<file path="config.mk">
export PLATFORM = sky130hd
export DESIGN_NAME = ipu_irq_unit
export DESIGN_NICKNAME = d
export VERILOG_FILES = /design/src/rtl/ipu_pkg.sv /design/src/rtl/ipu_wr_decode.sv /design/src/rtl/ipu_line.sv /design/src/rtl/ipu_rd_mux.sv /design/src/rtl/ipu_irq_unit.sv
export SDC_FILE = /design/constraint.sdc
export NUM_CORES = 1
export LEC_CHECK = 0
export BUFFER_PORTS_ARGS = -buffer_cell sky130_fd_sc_hd__buf_4
export CORE_UTILIZATION = 40
export CTS_CLUSTER_DIAMETER = 50
export DETAILED_ROUTE_END_ITERATION = 6
export GPL_ROUTABILITY_DRIVEN = 0
export PLACE_DENSITY_LB_ADDON = 0.25
export SKIP_CTS_REPAIR_TIMING = 1
export SYNTH_ARGS = -nofsm -noshare
export SYNTH_HDL_FRONTEND = slang
export SYNTH_HIERARCHICAL = 1
export SYNTH_SLANG_ARGS = --single-unit
export TNS_END_PERCENT = 30
</file>
<file path="constraint.sdc">
create_clock -name clk -period 2 [get_ports clk]
set_clock_uncertainty 0.1 [all_clocks]
set_input_delay 0.3 -clock clk [delete_from_list [all_inputs] [get_ports clk]]
set_output_delay 0.3 -clock clk [all_outputs]
set_load 0.03 [all_outputs]
</file>
<file path="src/rtl/ipu_pkg.sv">
package ipu_pkg;
    localparam int SEL_W       = 2;
    localparam int CPUID_W     = 2;
    localparam int NIB_W       = 4;
    localparam int F_IPI_REQ   = 12;
    localparam int F_IPI_CLR   = 8;
    localparam int F_TMR_CLR   = 4;
    localparam int F_NXM_ACK   = 28;

    typedef enum logic [SEL_W-1:0] {
        SEL_CTRL    = 2'd0,
        SEL_IPI_CLR = 2'd1,
        SEL_TMR_CLR = 2'd2,
        SEL_IPI_SET = 2'd3
    } sel_e;

    typedef enum logic {
        LINE_IDLE = 1'b0,
        LINE_PEND = 1'b1
    } line_state_e;
endpackage

</file>
<file path="src/rtl/ipu_wr_decode.sv">
module ipu_wr_decode
    import ipu_pkg::*;
#(
    parameter int NCPU   = 4,
    parameter int DATA_W = 64
) (
    input  logic              wr_en_i,
    input  logic [SEL_W-1:0]  sel_i,
    input  logic [DATA_W-1:0] wdata_i,
    output logic [NCPU-1:0]   ipi_set_o,
    output logic [NCPU-1:0]   ipi_clr_o,
    output logic [NCPU-1:0]   tmr_clr_o,
    output logic              bad_wr_o
);
    sel_e            sel;
    logic            ctrl_any;
    logic [NCPU-1:0] vec;

    assign sel = sel_e'(sel_i);
    assign vec = wdata_i[NCPU-1:0];
    assign ctrl_any = (|wdata_i[F_IPI_REQ +: NIB_W]) | (|wdata_i[F_IPI_CLR +: NIB_W])
                    | (|wdata_i[F_TMR_CLR +: NIB_W]) | wdata_i[F_NXM_ACK];

    always_comb begin
        ipi_set_o = '0;
        ipi_clr_o = '0;
        tmr_clr_o = '0;
        bad_wr_o  = 1'b0;
        if (wr_en_i) begin
            unique case (sel)
                SEL_CTRL: begin
                    ipi_set_o = wdata_i[F_IPI_REQ +: NCPU];
                    ipi_clr_o = wdata_i[F_IPI_CLR +: NCPU];
                    tmr_clr_o = wdata_i[F_TMR_CLR +: NCPU];
                    bad_wr_o  = !ctrl_any;
                end
                SEL_IPI_CLR: begin
                    ipi_clr_o = vec;
                    bad_wr_o  = (vec == '0);
                end
                SEL_TMR_CLR: begin
                    tmr_clr_o = vec;
                    bad_wr_o  = (vec == '0);
                end
                SEL_IPI_SET: begin
                    ipi_set_o = vec;
                    bad_wr_o  = (vec == '0);
                end
                default: bad_wr_o = 1'b0;
            endcase
        end
    end

    // a rejected write never produces an action
    always_comb begin
        if (bad_wr_o) begin
            assert_bad_inert_R6: assert ((ipi_set_o | ipi_clr_o | tmr_clr_o) == '0)
                else $error("rejected write still produced an action");
        end
    end
endmodule

</file>
<file path="src/rtl/ipu_line.sv">
module ipu_line
    import ipu_pkg::*;
(
    input  logic clk,
    input  logic rst_n,
    input  logic set_i,
    input  logic clr_i,
    output logic pend_o
);
    line_state_e state, state_nx;

    always_comb begin
        state_nx = state;
        unique case (state)
            LINE_IDLE: if (set_i)           state_nx = LINE_PEND;
            LINE_PEND: if (clr_i && !set_i) state_nx = LINE_IDLE;
            default:                        state_nx = LINE_IDLE;
        endcase
    end

    always_ff @(posedge clk or negedge rst_n) begin
        if (!rst_n) state <= LINE_IDLE;
        else        state <= state_nx;
    end

    always_comb begin
        unique case (state)
            LINE_PEND: pend_o = 1'b1;
            default:   pend_o = 1'b0;
        endcase
    end

    assert_set_wins_R11: assert property (@(posedge clk) disable iff (!rst_n)
        set_i |=> pend_o)
        else $error("set did not leave line pending");

    assert_clear_drops_R3: assert property (@(posedge clk) disable iff (!rst_n)
        (clr_i && !set_i) |=> !pend_o)
        else $error("clear without set left line pending");
endmodule

</file>
<file path="src/rtl/ipu_rd_mux.sv">
module ipu_rd_mux
    import ipu_pkg::*;
#(
    parameter int NCPU   = 4,
    parameter int DATA_W = 64
) (
    input  logic               clk,
    input  logic               rst_n,
    input  logic               rd_en_i,
    input  logic [SEL_W-1:0]   sel_i,
    input  logic [CPUID_W-1:0] cpu_id_i,
    input  logic [NCPU-1:0]    ipi_pend_i,
    input  logic [NCPU-1:0]    tmr_pend_i,
    output logic [DATA_W-1:0]  rdata_o
);
    logic [DATA_W-1:0] rd_nx;

    always_comb begin
        rd_nx = '0;
        unique case (sel_e'(sel_i))
            SEL_CTRL: begin
                rd_nx[CPUID_W-1:0]        = cpu_id_i;
                rd_nx[F_IPI_CLR +: NCPU]  = ipi_pend_i;
                rd_nx[F_TMR_CLR +: NCPU]  = tmr_pend_i;
            end
            SEL_IPI_CLR: rd_nx[NCPU-1:0] = ipi_pend_i;
            SEL_TMR_CLR: rd_nx[NCPU-1:0] = tmr_pend_i;
            SEL_IPI_SET: rd_nx = '0;
            default:     rd_nx = '0;
        endcase
    end

    always_ff @(posedge clk or negedge rst_n) begin
        if (!rst_n)       rdata_o <= '0;
        else if (rd_en_i) rdata_o <= rd_nx;
    end

    assert_ctrl_cpu_id_R10: assert property (@(posedge clk) disable iff (!rst_n)
        (rd_en_i && sel_i == SEL_CTRL) |=> rdata_o[CPUID_W-1:0] == $past(cpu_id_i))
        else $error("control read lost requester number");
endmodule

</file>
<file path="src/rtl/ipu_irq_unit.sv">
module ipu_irq_unit
    import ipu_pkg::*;
#(
    parameter int NCPU   = 4,
    parameter int DATA_W = 64
) (
    input  logic               clk,
    input  logic               rst_n,
    input  logic               wr_en_i,
    input  logic               rd_en_i,
    input  logic [1:0]         sel_i,
    input  logic [63:0]        wdata_i,
    input  logic [1:0]         cpu_id_i,
    input  logic               tick_i,
    output logic [63:0]        rdata_o,
    output logic               err_o,
    output logic [NCPU-1:0]    ipi_irq_o,
    output logic [NCPU-1:0]    tmr_irq_o
);
    localparam int KINDS = 2;

    logic [NCPU-1:0] ipi_set, ipi_clr, tmr_clr, tmr_set;
    logic            bad_wr;
    logic [NCPU-1:0] set_v [KINDS];
    logic [NCPU-1:0] clr_v [KINDS];
    logic [NCPU-1:0] pend_v [KINDS];

    ipu_wr_decode #(.NCPU(NCPU), .DATA_W(DATA_W)) u_dec (
        .wr_en_i  (wr_en_i),
        .sel_i    (sel_i),
        .wdata_i  (wdata_i),
        .ipi_set_o(ipi_set),
        .ipi_clr_o(ipi_clr),
        .tmr_clr_o(tmr_clr),
        .bad_wr_o (bad_wr)
    );

    assign tmr_set  = {NCPU{tick_i}};
    assign set_v[0] = ipi_set;
    assign clr_v[0] = ipi_clr;
    assign set_v[1] = tmr_set;
    assign clr_v[1] = tmr_clr;

    for (genvar k = 0; k < KINDS; k++) begin : g_kind
        for (genvar c = 0; c < NCPU; c++) begin : g_cpu
            ipu_line u_line (
                .clk   (clk),
                .rst_n (rst_n),
                .set_i (set_v[k][c]),
                .clr_i (clr_v[k][c]),
                .pend_o(pend_v[k][c])
            );
        end
    end

    assign ipi_irq_o = pend_v[0];
    assign tmr_irq_o = pend_v[1];

    always_ff @(posedge clk or negedge rst_n) begin
        if (!rst_n) err_o <= 1'b0;
        else        err_o <= bad_wr;
    end

    ipu_rd_mux #(.NCPU(NCPU), .DATA_W(DATA_W)) u_rd (
        .clk       (clk),
        .rst_n     (rst_n),
        .rd_en_i   (rd_en_i),
        .sel_i     (sel_i),
        .cpu_id_i  (cpu_id_i),
        .ipi_pend_i(pend_v[0]),
        .tmr_pend_i(pend_v[1]),
        .rdata_o   (rdata_o)
    );

    assert_tick_posts_all_R8: assert property (@(posedge clk) disable iff (!rst_n)
        tick_i |=> (&tmr_irq_o))
        else $error("tick did not post to every CPU");

    assert_ipi_rise_needs_write_R2: assert property (@(posedge clk) disable iff (!rst_n)
        (|(ipi_irq_o & ~$past(ipi_irq_o))) |-> $past(wr_en_i))
        else $error("IPI rose without a write");

    assert_err_keeps_ipi_R6: assert property (@(posedge clk) disable iff (!rst_n)
        err_o |-> (ipi_irq_o == $past(ipi_irq_o)))
        else $error("rejected write changed IPI state");

    assert_err_after_write_R9: assert property (@(posedge clk) disable iff (!rst_n)
        err_o |-> $past(wr_en_i))
        else $error("error pulse without a write");
endmodule

</file>
# After elaboration in Yosys (flattened, before gate mapping)
# Cells that the tools add are included.
word_totals:
  register_bits: 21
  in_bits: 73
  out_inout_bits: 73
  wordCells: 84
classes:
  n_eq_ne: 3
  n_mux: 40
  bitwise_logic: 11
  reduce_logical: 20
op_table:
  columns: ["cell", "count"]
  rows:
  - ["4-bit one-hot mux with 2 select lines", 3]
  - ["1-bit 2-to-1 mux", 22]
  - ["1-bit one-hot mux with 2 select lines", 9]
  - ["4-bit 2-to-1 mux", 3]
  - ["4-bit OR reduction", 3]
  - ["1-bit logical AND", 8]
  - ["8-bit 2-to-1 mux", 1]
  - ["1-bit NOT", 8]
  - ["2-bit one-hot mux with 4 select lines", 1]
  - ["1-bit zero test", 6]
  - ["2-bit equality test (second input constant)", 2]
  - ["4-bit zero test", 1]
  - ["2-bit one-hot mux with 2 select lines", 1]
  - ["1-bit bitwise OR", 3]
  - ["3-bit OR reduction", 1]
  - ["2-bit by 1-bit equality test with 1-bit output (second input constant)", 1]
  - ["2-bit zero test", 1]

# Longest topological paths before layout
depth:
  depth_word: 7
  mapped_depth: 7
  ltp_nobuf: 6

# Cells and area by module
# The synthesis kept the hierarchy.
modules_own_cells:
  columns: ["mod", "n_inst", "cells_per_inst", "area_per_inst_um2", "seq_area_each_um2"]
  rows:
  - ["ipu_rd_mux", 1, 114, 973.4, 300.3]
  - ["ipu_wr_decode", 1, 42, 316.6, 0.0]
  - ["ipu_line", 8, 3, 36.3, 25.0]
  - ["ipu_irq_unit", 1, 1, 25.0, 25.0]

# Least setup slack after synthesis
# Ideal clock, no wire load.
synth_timing:
  kind: "input to register"
  startpoint: "input port sel_i[0]"
  endpoint: "register g_kind[0].g_cpu[0].u_line.state"
  setup_time_ps: 118
  arrival_ps: 1081
  t_required_ps: 1782
  slack_ps: 701
  stages: 7
  n_path_buf: 1
  path_cell_list: "inv_1 -> ha_1 -> buf_2 -> a22oi_1 -> nor2b_1 -> inv_1 -> a21o_1"
synth_via:
  elab_cells_between_ends: 12
  cone_classes: "eq/ne: 2; mux: 7; reduce/logical: 3"
synth_lines:
  columns: ["element", "line_no", "source"]
  rows:
  - ["start: declaration", "ipu_irq_unit.sv:11", "input logic [1:0] sel_i,"]
  - ["2-bit by 1-bit equality test with 1-bit output / 2-bit zero test (equally long branches)", "ipu_wr_decode.sv:30", "unique case (sel)"]
  - ["4-bit one-hot mux with 2 select lines (*)", "ipu_wr_decode.sv:30", null]
  - ["4-bit 2-to-1 mux (*)", "ipu_wr_decode.sv:29", "if (wr_en_i) begin"]
  - ["net ipi_clr[0]", "ipu_irq_unit.sv:22", "logic [NCPU-1:0] ipi_set, ipi_clr, tmr_clr, tmr_set;"]
  - ["1-bit logical AND (*)", "ipu_line.sv:16", "LINE_PEND: if (clr_i && !set_i) state_nx = LINE_IDLE;"]
  - ["1-bit 2-to-1 mux (*)", "ipu_line.sv:16", null]
  - ["1-bit one-hot mux with 2 select lines (*)", "ipu_line.sv:14", "unique case (state)"]
  - ["net g_kind[0].g_cpu[0].u_line.state_nx", "ipu_line.sv:10", "line_state_e state, state_nx;"]
  - ["end signal: assignment", "ipu_line.sv:23", "else state <= state_nx;"]
  - ["end: declaration", "ipu_line.sv:10", null]
# The timed path passes the listed nets; every way through them passes the cells marked *.
# A chain may end at the register's enable or synchronous reset.

# Worst setup path in the final report
layout_timing:
  startpoint: "input port sel_i[0]"
  endpoint: "register g_kind[1].g_cpu[3].u_line.state"
layout_via:
  elab_chain_cells: 6
  elab_cells_between_ends: 7
  cone_classes: "eq/ne: 1; mux: 4; reduce/logical: 2"
layout_rtl:
  columns: ["element", "line_no"]
  rows:
  - ["2-bit equality test / 2-bit zero test (equally long branches)", "ipu_wr_decode.sv:30"]
  - ["4-bit one-hot mux with 2 select lines (*)", "ipu_wr_decode.sv:30"]
  - ["4-bit 2-to-1 mux (*)", "ipu_wr_decode.sv:29"]
  - ["net tmr_clr[3]", "ipu_irq_unit.sv:22"]
  - ["1-bit logical AND (*)", "ipu_line.sv:16"]
  - ["1-bit 2-to-1 mux (*)", "ipu_line.sv:16"]
  - ["1-bit one-hot mux with 2 select lines (*)", "ipu_line.sv:14"]
  - ["net g_kind[1].g_cpu[3].u_line.state_nx", "ipu_line.sv:10"]
  - ["end signal: assignment", "ipu_line.sv:23"]
  - ["end: declaration", "ipu_line.sv:10"]
# Marks and branches as above.

==> flow_metrics.py <==
metrics = {
    "clocking": {
        "cts.path.max_buffers": 2,
        "cts_tree": "done",
        "clk_latency_ps": 260,
        "h-tree-depth": 1,
        "cts.sinks": 21,
        "clk_pin_slew_worst_paths_ps": 80,
        "cts_made_buffers": 3,
        "cts_root_buffer": "clkbuf_8",
    },
    "die": {
        "coreArea_mm2": 0.00374,
        "die_h_um": 65.4,
        "dieArea_mm2": 0.00427,
        "die_w_um": 65.4,
        "ioPinCount": 146,
        "start_util": 0.429,
        "rows": 22,
    },
    "drt": {
        "antenna_left": 0,
        "wl_per_cell_um": 11.1,
        "met1_length_mm": 1.41,
        "routed_via_density": 4.42,
        "wl_met3_um": 238,
        "dr_wl_met2_mm": 1.35,
        "route.detailed.drc": 0,
        "dr.pass1.iters": 4,
        "num_vias": 1210,
        "wl_mm": 3.04,
        "drtIter0Drc": 32,
        "routed.top_layer": "met4",
    },
    "critical_path": {
        "cp.arrival_ps": 1430,
        "critPathLaunchType": "input pin",
        "path_max_fanout": 12,
        "setup.worst_path.class": "input pin to flip-flop",
        "worst_setup_path_end_kind": "flip-flop",
        "required_ps": 2050,
    },
    "place": {
        "hpwlAfterDp_mm": 2.43,
        "placedCellCount": 269,
        "io_buffers": 46,
        "place_area_mm2": 0.00178,
    },
    "global_route": {
        "grt_max_degree": 25,
        "grt_pass1_vias": 1061,
        "gr-total-overflow": 0,
        "antenna_found_initial": 0,
        "track_usage": 0.144,
        "grt_pass1_wl_mm": 4.79,
    },
    "timing": {
        "grt_setup_unrepaired": "false",
        "hold_violations": 0,
        "period_share": 0.688,
        "fmax_ghz": 0.727,
        "setup_violations": 0,
        "fin_setup_tns_ps": 0,
        "post-route-min-period_ps": 1380,
        "slew_viol_final": 0,
    },
    "run": {
        "cap_violations": 0,
    },
    "layout": {
        "fillCellCount": 397,
        "num-nets-final": 309,
        "area_growth_pct": 14.3,
        "final_core_util": 0.490,
        "stdcell_count": 274,
        "final_area_mm2": 0.00184,
        "diodes": 0,
        "drive_above_1_share": 0.226,
    },
    "yosys": {
        "synth_edf_count": 0,
        "synthesis.area_mm2": 0.00161,
        "synth_area_leaders": "dfrtp_1 (33%), buf_4 (25%), ha_1 (7.0%)",
        "ys_types": 25,
        "async_flop_share": 1.00,
        "ys.flop_type": "dfrtp_1",
        "syn_inst": 181,
        "yosys_warnings": 6,
        "yosysTopAreaCell": "dfrtp_1",
        "synth_top_area_share": 0.327,
        "synth_seq_area_share": 0.327,
        "ys_ff_latch": 21,
        "syn_area_per_cell_um2": 8.87,
    },
    "pwr": {
        "ir_drop_uv": 236,
        "leakagePower_nw": 0.954,
        "p_total_mw": 1.25,
        "powerDensity_mw_per_mm2": 681,
    },
    "status": {
        "status": "completed",
    },
    "worst_hold_path": {
        "hold_class": "input pin to flip-flop",
    },
}
stage by stage:
stage	worst slack (ps)	hold slack [ps]
detailed placement	362	98.2
finish	625	150
global placement	402	97.2
CTS	648	-181
global route	529	153
floorplan	701	-95.6
registers in the layout (all words and copies together), names as in the netlist:
| name | cells |
|---|---|
| u_rd/rdata_o | 12 |
| g_kind.g_cpu.u_line/state | 8 |
| err_o | 1 |
report_power, final:
group	internal [mW]	total [mW]	switching [mW]
Sequential	0.469	0.510	0.0416
Combinational	0.144	0.466	0.322
Clock	0.138	0.273	0.135
Total	0.751	1.25	0.499
synthesized netlist by cell type (3+ instances only):
| library cell | instances |
|---|---|
| dfrtp_1 | 21 |
| nand3_1 | 8 |
| inv_1 | 22 |
| o21ai_0 | 10 |
| a21o_1 | 8 |
| a22oi_1 | 14 |
| nor2b_1 | 8 |
| ha_1 | 9 |
| nor2_1 | 6 |
| nand3b_1 | 3 |
| buf_4 | 53 |
final cells by class:
cell class / instances / area (um2) / share of cell area
tap: 48 / 60.1 / 0.0327
multi-input combinational: 132 / 766 / 0.417
timing repair buffer: 47 / 355 / 0.194
sequential: 21 / 526 / 0.286
clock buffer: 3 / 41.3 / 0.0225
clock inverter: 1 / 5.00 / 0.00273
inverter: 22 / 82.6 / 0.0450
worst paths after layout:
kind	end	start	depth (start not counted)	slack, ps
worst max-delay path	g_kind[1].g_cpu[3].u_line/state$_DFF_PN0_	sel_i[0]	7	620
worst max register to register	u_rd/rdata_o[1]$_DFFE_PN0P_	g_kind[0].g_cpu[1].u_line/state$_DFF_PN0_	2	910
min in group asynchronous	u_rd/rdata_o[5]$_DFFE_PN0P_	rst_n	2	360
worst min-delay path	g_kind[1].g_cpu[0].u_line/state$_DFF_PN0_	tick_i	2	150
worst min register to register	u_rd/rdata_o[4]$_DFFE_PN0P_	u_rd/rdata_o[4]$_DFFE_PN0P_	2	420
max in group asynchronous	u_rd/rdata_o[3]$_DFFE_PN0P_	rst_n	2	1230
worst max-delay path: stages:
cell and delay [ps]:
buf_4 140, inv_1 120, ha_1 400, a22oi_1 160, nor2b_1 130, inv_1 50, a21o_1 140
cell families after synthesis:
| logic type | share of synthesized area |
|---|---|
| and+or+nand+nor | 0.133 |
| buffers and inverters | 0.315 |
| DFF | 0.327 |
| other | 0.00234 |
| AOI/OAI and AO/OA | 0.153 |
| adders and majority gates | 0.0701 |
cells in the final DEF, fill, tap and decap left out, drive strengths merged:
master,n
nor2b,8
nor4b,2
clkbuf,3
a221oi,2
nand2b,1
a21o,8
or2b,1
ha,9
dlygate4sd3,1
conb,52
clkinv,1
buf,46
a22oi,14
nor4,2
o21ai,10
inv,22
nand3b,3
nand2,2
nand3,8
nor3,1
nor2,6
dfrtp,21
o22ai,2
nand4,1
layer usage:
metal / track usage / up-vias
met5: 0 / -
li1: - / 584
met1: 0.197 / 546
met3: 0.0191 / 4
met2: 0.223 / 76
met4: 0.0707 / 0
No activity file was read; power rests on OpenSTA's default activity.
